===== src/rtl/dma_ctrl_pkg.sv =====
package dma_ctrl_pkg;
  typedef struct packed {
    logic       run;
    logic       rsv;
    logic       dec;
    logic       step_en;
    logic       blk_dst;
    logic [2:0] src;
  } ctrl_reg_t;
endpackage


===== src/rtl/dma_ctrl_reg.sv =====
module dma_ctrl_reg
  import dma_ctrl_pkg::*;
(
  input  logic       clk_i,
  input  logic       rst_ni,
  input  logic       standby_i,
  input  logic       rd_i,
  input  logic       wr_i,
  input  logic [7:0] wdata_i,
  input  logic       nmi_i,
  output ctrl_reg_t  reg_o
);
  ctrl_reg_t r_q, r_d;
  logic      armed_q, armed_d;

  always_comb begin
    r_d     = r_q;
    armed_d = armed_q;
    if (rd_i && !r_q.run) armed_d = 1'b1;
    if (wr_i || nmi_i)    armed_d = 1'b0;
    if (wr_i) begin
      r_d     = ctrl_reg_t'(wdata_i);
      // set only after qualifying read, or keep if already running
      r_d.run = wdata_i[7] & (armed_q | r_q.run);
    end
    if (nmi_i) r_d.run = 1'b0;
    if (standby_i) begin
      r_d     = '0;
      armed_d = 1'b0;
    end
  end

  always_ff @(posedge clk_i or negedge rst_ni) begin
    if (!rst_ni) begin
      r_q     <= '0;
      armed_q <= 1'b0;
    end else begin
      r_q     <= r_d;
      armed_q <= armed_d;
    end
  end

  assign reg_o = r_q;
endmodule


===== src/rtl/dma_dst_addr.sv =====
module dma_dst_addr #(
  parameter int AW   = 16,
  parameter int STEP = 1
) (
  input  logic          clk_i,
  input  logic          rst_ni,
  input  logic          ld_i,
  input  logic [AW-1:0] ld_addr_i,
  input  logic          step_i,
  input  logic          step_en_i,
  input  logic          dec_i,
  output logic [AW-1:0] addr_o
);
  localparam logic [AW-1:0] StepV = AW'(STEP);
  logic [AW-1:0] addr_q;

  always_ff @(posedge clk_i or negedge rst_ni) begin
    if (!rst_ni)                   addr_q <= '0;
    else if (ld_i)                 addr_q <= ld_addr_i;
    else if (step_i && step_en_i)  addr_q <= dec_i ? addr_q - StepV : addr_q + StepV;
  end

  assign addr_o = addr_q;
endmodule


===== src/rtl/dma_chan_ctrl.sv =====
module dma_chan_ctrl
  import dma_ctrl_pkg::*;
#(
  parameter int AW   = 16,
  parameter int STEP = 1
) (
  input  logic          clk_i,
  input  logic          rst_ni,
  input  logic          standby_i,
  input  logic          reg_rd_i,
  input  logic          reg_wr_i,
  input  logic [7:0]    reg_wdata_i,
  output logic [7:0]    reg_rdata_o,
  input  logic          peer_en_i,
  input  logic          nmi_i,
  input  logic          xfer_done_i,
  input  logic          dst_ld_i,
  input  logic [AW-1:0] dst_ld_addr_i,
  output logic          chan_en_o,
  output logic [2:0]    act_src_o,
  output logic          blk_is_dst_o,
  output logic [AW-1:0] dst_addr_o
);
  ctrl_reg_t ctl;

  dma_ctrl_reg u_reg (
    .clk_i     (clk_i),
    .rst_ni    (rst_ni),
    .standby_i (standby_i),
    .rd_i      (reg_rd_i),
    .wr_i      (reg_wr_i),
    .wdata_i   (reg_wdata_i),
    .nmi_i     (nmi_i),
    .reg_o     (ctl)
  );

  assign chan_en_o    = ctl.run & peer_en_i;
  assign reg_rdata_o  = ctl;
  assign act_src_o    = ctl.src;
  assign blk_is_dst_o = ctl.blk_dst;

  dma_dst_addr #(.AW(AW), .STEP(STEP)) u_dst (
    .clk_i     (clk_i),
    .rst_ni    (rst_ni),
    .ld_i      (dst_ld_i),
    .ld_addr_i (dst_ld_addr_i),
    .step_i    (xfer_done_i & chan_en_o),
    .step_en_i (ctl.step_en),
    .dec_i     (ctl.dec),
    .addr_o    (dst_addr_o)
  );
endmodule


===== config.mk =====
export PLATFORM = sky130hd
export DESIGN_NAME = dma_chan_ctrl
export DESIGN_NICKNAME = d
export VERILOG_FILES = /design/src/rtl/dma_ctrl_pkg.sv /design/src/rtl/dma_ctrl_reg.sv /design/src/rtl/dma_dst_addr.sv /design/src/rtl/dma_chan_ctrl.sv
export SDC_FILE = /design/constraint.sdc
export NUM_CORES = 1
export LEC_CHECK = 0
export BUFFER_PORTS_ARGS = -buffer_cell sky130_fd_sc_hd__buf_2
export CAP_MARGIN = 40
export CORE_MARGIN = 8
export CORE_UTILIZATION = 40
export DETAILED_ROUTE_END_ITERATION = 10
export GPL_TIMING_DRIVEN = 0
export PLACE_DENSITY_LB_ADDON = 0.2
export SLEW_MARGIN = 0
export SYNTH_ARGS = -nofsm -noshare
export SYNTH_HDL_FRONTEND = slang
export SYNTH_SLANG_ARGS = --single-unit

===== constraint.sdc =====
create_clock -name clk_i -period 3.92 [get_ports clk_i]
set_input_delay 1.176 -clock clk_i [delete_from_list [all_inputs] [get_ports clk_i]]
set_output_delay 1.176 -clock clk_i [all_outputs]
set_load 0.05 [all_outputs]

==> run metrics <==
total track usage 0.145; Combinational Power Share 0.397; Final Hold Fails 0; critical path depth in cells 3; number of I/O port buffers 59; register area 626 um^2; Yosys top cell area share 0.326; Startpoint Class input pin; worst vdd ir 0.143 mV; DR iter-0 viols 120; Seq/Total Area, Yosys 0.326; Hold Path Class reg2reg; CTS resizes 0; Reg-to-Reg Start u_reg.reg_o[5]$_DFFE_PN0P_; capturing element type of the critical path output port; Post-synth EDFFs 0; crit path buf inv count 2; Post-CTS Setup Bufs 0; hold_sp u_reg.reg_o[6]$_DFFE_PN0P_; Worst-Skew Late Latency 0.28 ns; setup_tns 0 ns; routed wire length 5050 um; worst path arrival time 1.67 ns; # clock sinks 25; share of cells above drive strength 1 0.313; initial antenna violation count 0; setup slack, reg-to-reg 1.35 ns; most common cell after layout, fill and taps aside buf_2; Critical Path Start peer_en_i; Data required, critical path 2.74 ns; H-tree levels 1; dpl ws 1.06 ns; Post-Synthesis Cells 212; Die Ht 85.2 um; die area 7260 um^2; DR vias 1764; worst-path fanout max 3; initial core utilization 0.411; fin nets 324; drt via density 5.36; Worst path top cell family by delay buffers and inverters; # DRC 0; largest net degree at the start of global routing 26; fin area 2330 um^2; top post-synthesis cells by area dfrtp_1 33%, ha_1 9.1%, a21oi_1 6.0%, mux2i_1 5.7%, xnor2_1 4.1%; count of cell types in the netlist 49; Slowest Stage Delay on Critical Path 0.28 ns; first-pass GRT wire length 8710 um; RSZ-0062 raised after global routing no; crit path capture chan_en_o; most frequent cells in the layout 63 x buf_2, 25 x dfrtp_1, 23 x a21oi_1; Lkg Pwr 0.00117 uW; hold_ws 0.554 ns; worst path cell trace buf_2, and2_1, buf_2; critical setup path kind in2out; status complete, no violations; Fillers 464; Initial DRT Pass Iterations 4; Yosys top cell by area dfrtp_1; core box area 4660 um^2; CTS Root Cell clkbuf_8; clock skew 0.00592 ns; ys async rst share 1.00; fmax 351 MHz; R2R cell count 7; Final ANT Viol Nets 0; clock network fraction of design power 0.212; internal power 458 uW; CTS Buffer Depth 2; area grow syn2layout 21.3%; sequential fraction of design power 0.391; Power Density 328 nW/um^2; Max-Cap Viols 0; syn nets 260; # IOs 62; clk slew on worst S/H paths 0.09 ns; Cell Area, Placed 2280 um^2; Avg Inst Size Synth 9.04 um^2; Final setup viols 0; Sw Ratio 0.400; vias in the first global route 1915; average wire per standard cell 15.3 um; CTS Buf Count 3; final setup margin 1.07 ns; GR Overflow Total 0; multi-input logic area 1160 um^2; row count 25; Slew Viols, Final 0; register bit total from synthesis 25; yosys warns 0; CP max stage cell buf_2; r2r endpoint u_dst.addr_o[12]$_DFFE_PN0P_; worst slew pin tran 0.752 ns; Die X 85.2 um; ys flop type dfrtp_1; cts hold-fix bufs 0; CTS tree built; slew margin rel. 0.499; Psw 305 uW; most used cell, CP buf_2; area of the mapped netlist 1920 um^2; Final Cycle Share 0.727; Antenna Cells 0; GPL Wtd Cong 0.887; Tmin final 2.85 ns; DP HPWL 3910 um
[flip-flops by register name, indices dropped and copies added, names as in the netlist]
| name | flops |
|---|---|
| u_dst.addr_o | 16 |
| u_reg.reg_o | 8 |
| u_reg.armed_q | 1 |
[cell type report]
cell class / count / share of cell area
clock inverters: 1 / 0.00215
clock buffers: 3 / 0.0178
well taps: 54 / 0.0290
plain buffers: 17 / 0.0473
repair buffers: 59 / 0.127
multi-input cells: 165 / 0.500
flip-flops and latches: 25 / 0.269
inverters: 5 / 0.00807
[power by group through the flow]
stage | logic (uW) | registers (uW) | clock network (uW)
after global placement | 301 | 303 | 0
after global routing | 332 | 302 | 181
final | 304 | 298 | 162
after floorplan | 164 | 366 | 0
after CTS | 306 | 299 | 170
after detailed placement | 305 | 304 | 0
[stage by stage]
stage                     utilization  power [uW]  instances
after detailed placement        0.489         608        325
final                           0.499         764        329
after global placement          0.489         604        325
after global routing            0.499         815        329
after floorplan                     -         531        212
after CTS                       0.499         774        329
[layer usage]
| layer | global-route usage | routed length (um) | up-vias |
|---|---|---|---|
| met4 | 0.0550 | 70 | 0 |
| li1 | - | - | 895 |
| met2 | 0.232 | 2290 | 52 |
| met1 | 0.184 | 2400 | 810 |
| met5 | 0 | 0 | - |
| met3 | 0.0338 | 292 | 7 |
[synthesized netlist by cell type, types with 4 or more instances]
cell	instances
buf_2	4
nand4_1	4
o21ai_0	8
a21o_1	8
nand3_1	5
mux2i_1	11
buf_4	8
inv_1	5
nand2_1	15
dfrtp_1	25
a21oi_1	23
nor2_1	13
xnor2_1	9
nor3b_1	9
ha_1	14
o21ai_1	10
[worst min-delay path by stage]
stage,cells past startpoint,to,slack (ns)
final,2,u_reg.reg_o[6]$_DFFE_PN0P_,0.55
after global routing,2,u_reg.reg_o[6]$_DFFE_PN0P_,0.57
after CTS,2,u_reg.reg_o[6]$_DFFE_PN0P_,0.56
after detailed placement,2,u_reg.reg_o[6]$_DFFE_PN0P_,0.53
after global placement,2,u_reg.reg_o[6]$_DFFE_PN0P_,0.51
after floorplan,2,u_reg.reg_o[4]$_DFFE_PN0P_,0.52
[cells by family after synthesis]
family | Yosys count | share of synthesized area
adders and majority gates | 15 | 0.102
xor gates and xnor gates | 10 | 0.0457
AOI/OAI and AO/OA | 65 | 0.215
buffers and inverters | 22 | 0.0672
and+or+nand+nor | 62 | 0.174
muxes | 13 | 0.0692
DFF | 25 | 0.326
[worst register-to-register path: cells and delay by family, from the launching register on]
family	cells	cell delay [ns]
mux	1	0.16
fa+ha+maj	1	0.56
compound gates	4	1.01
flops	1	0.68
simple gates	1	0.06
Power figures use the tool's default switching activity.
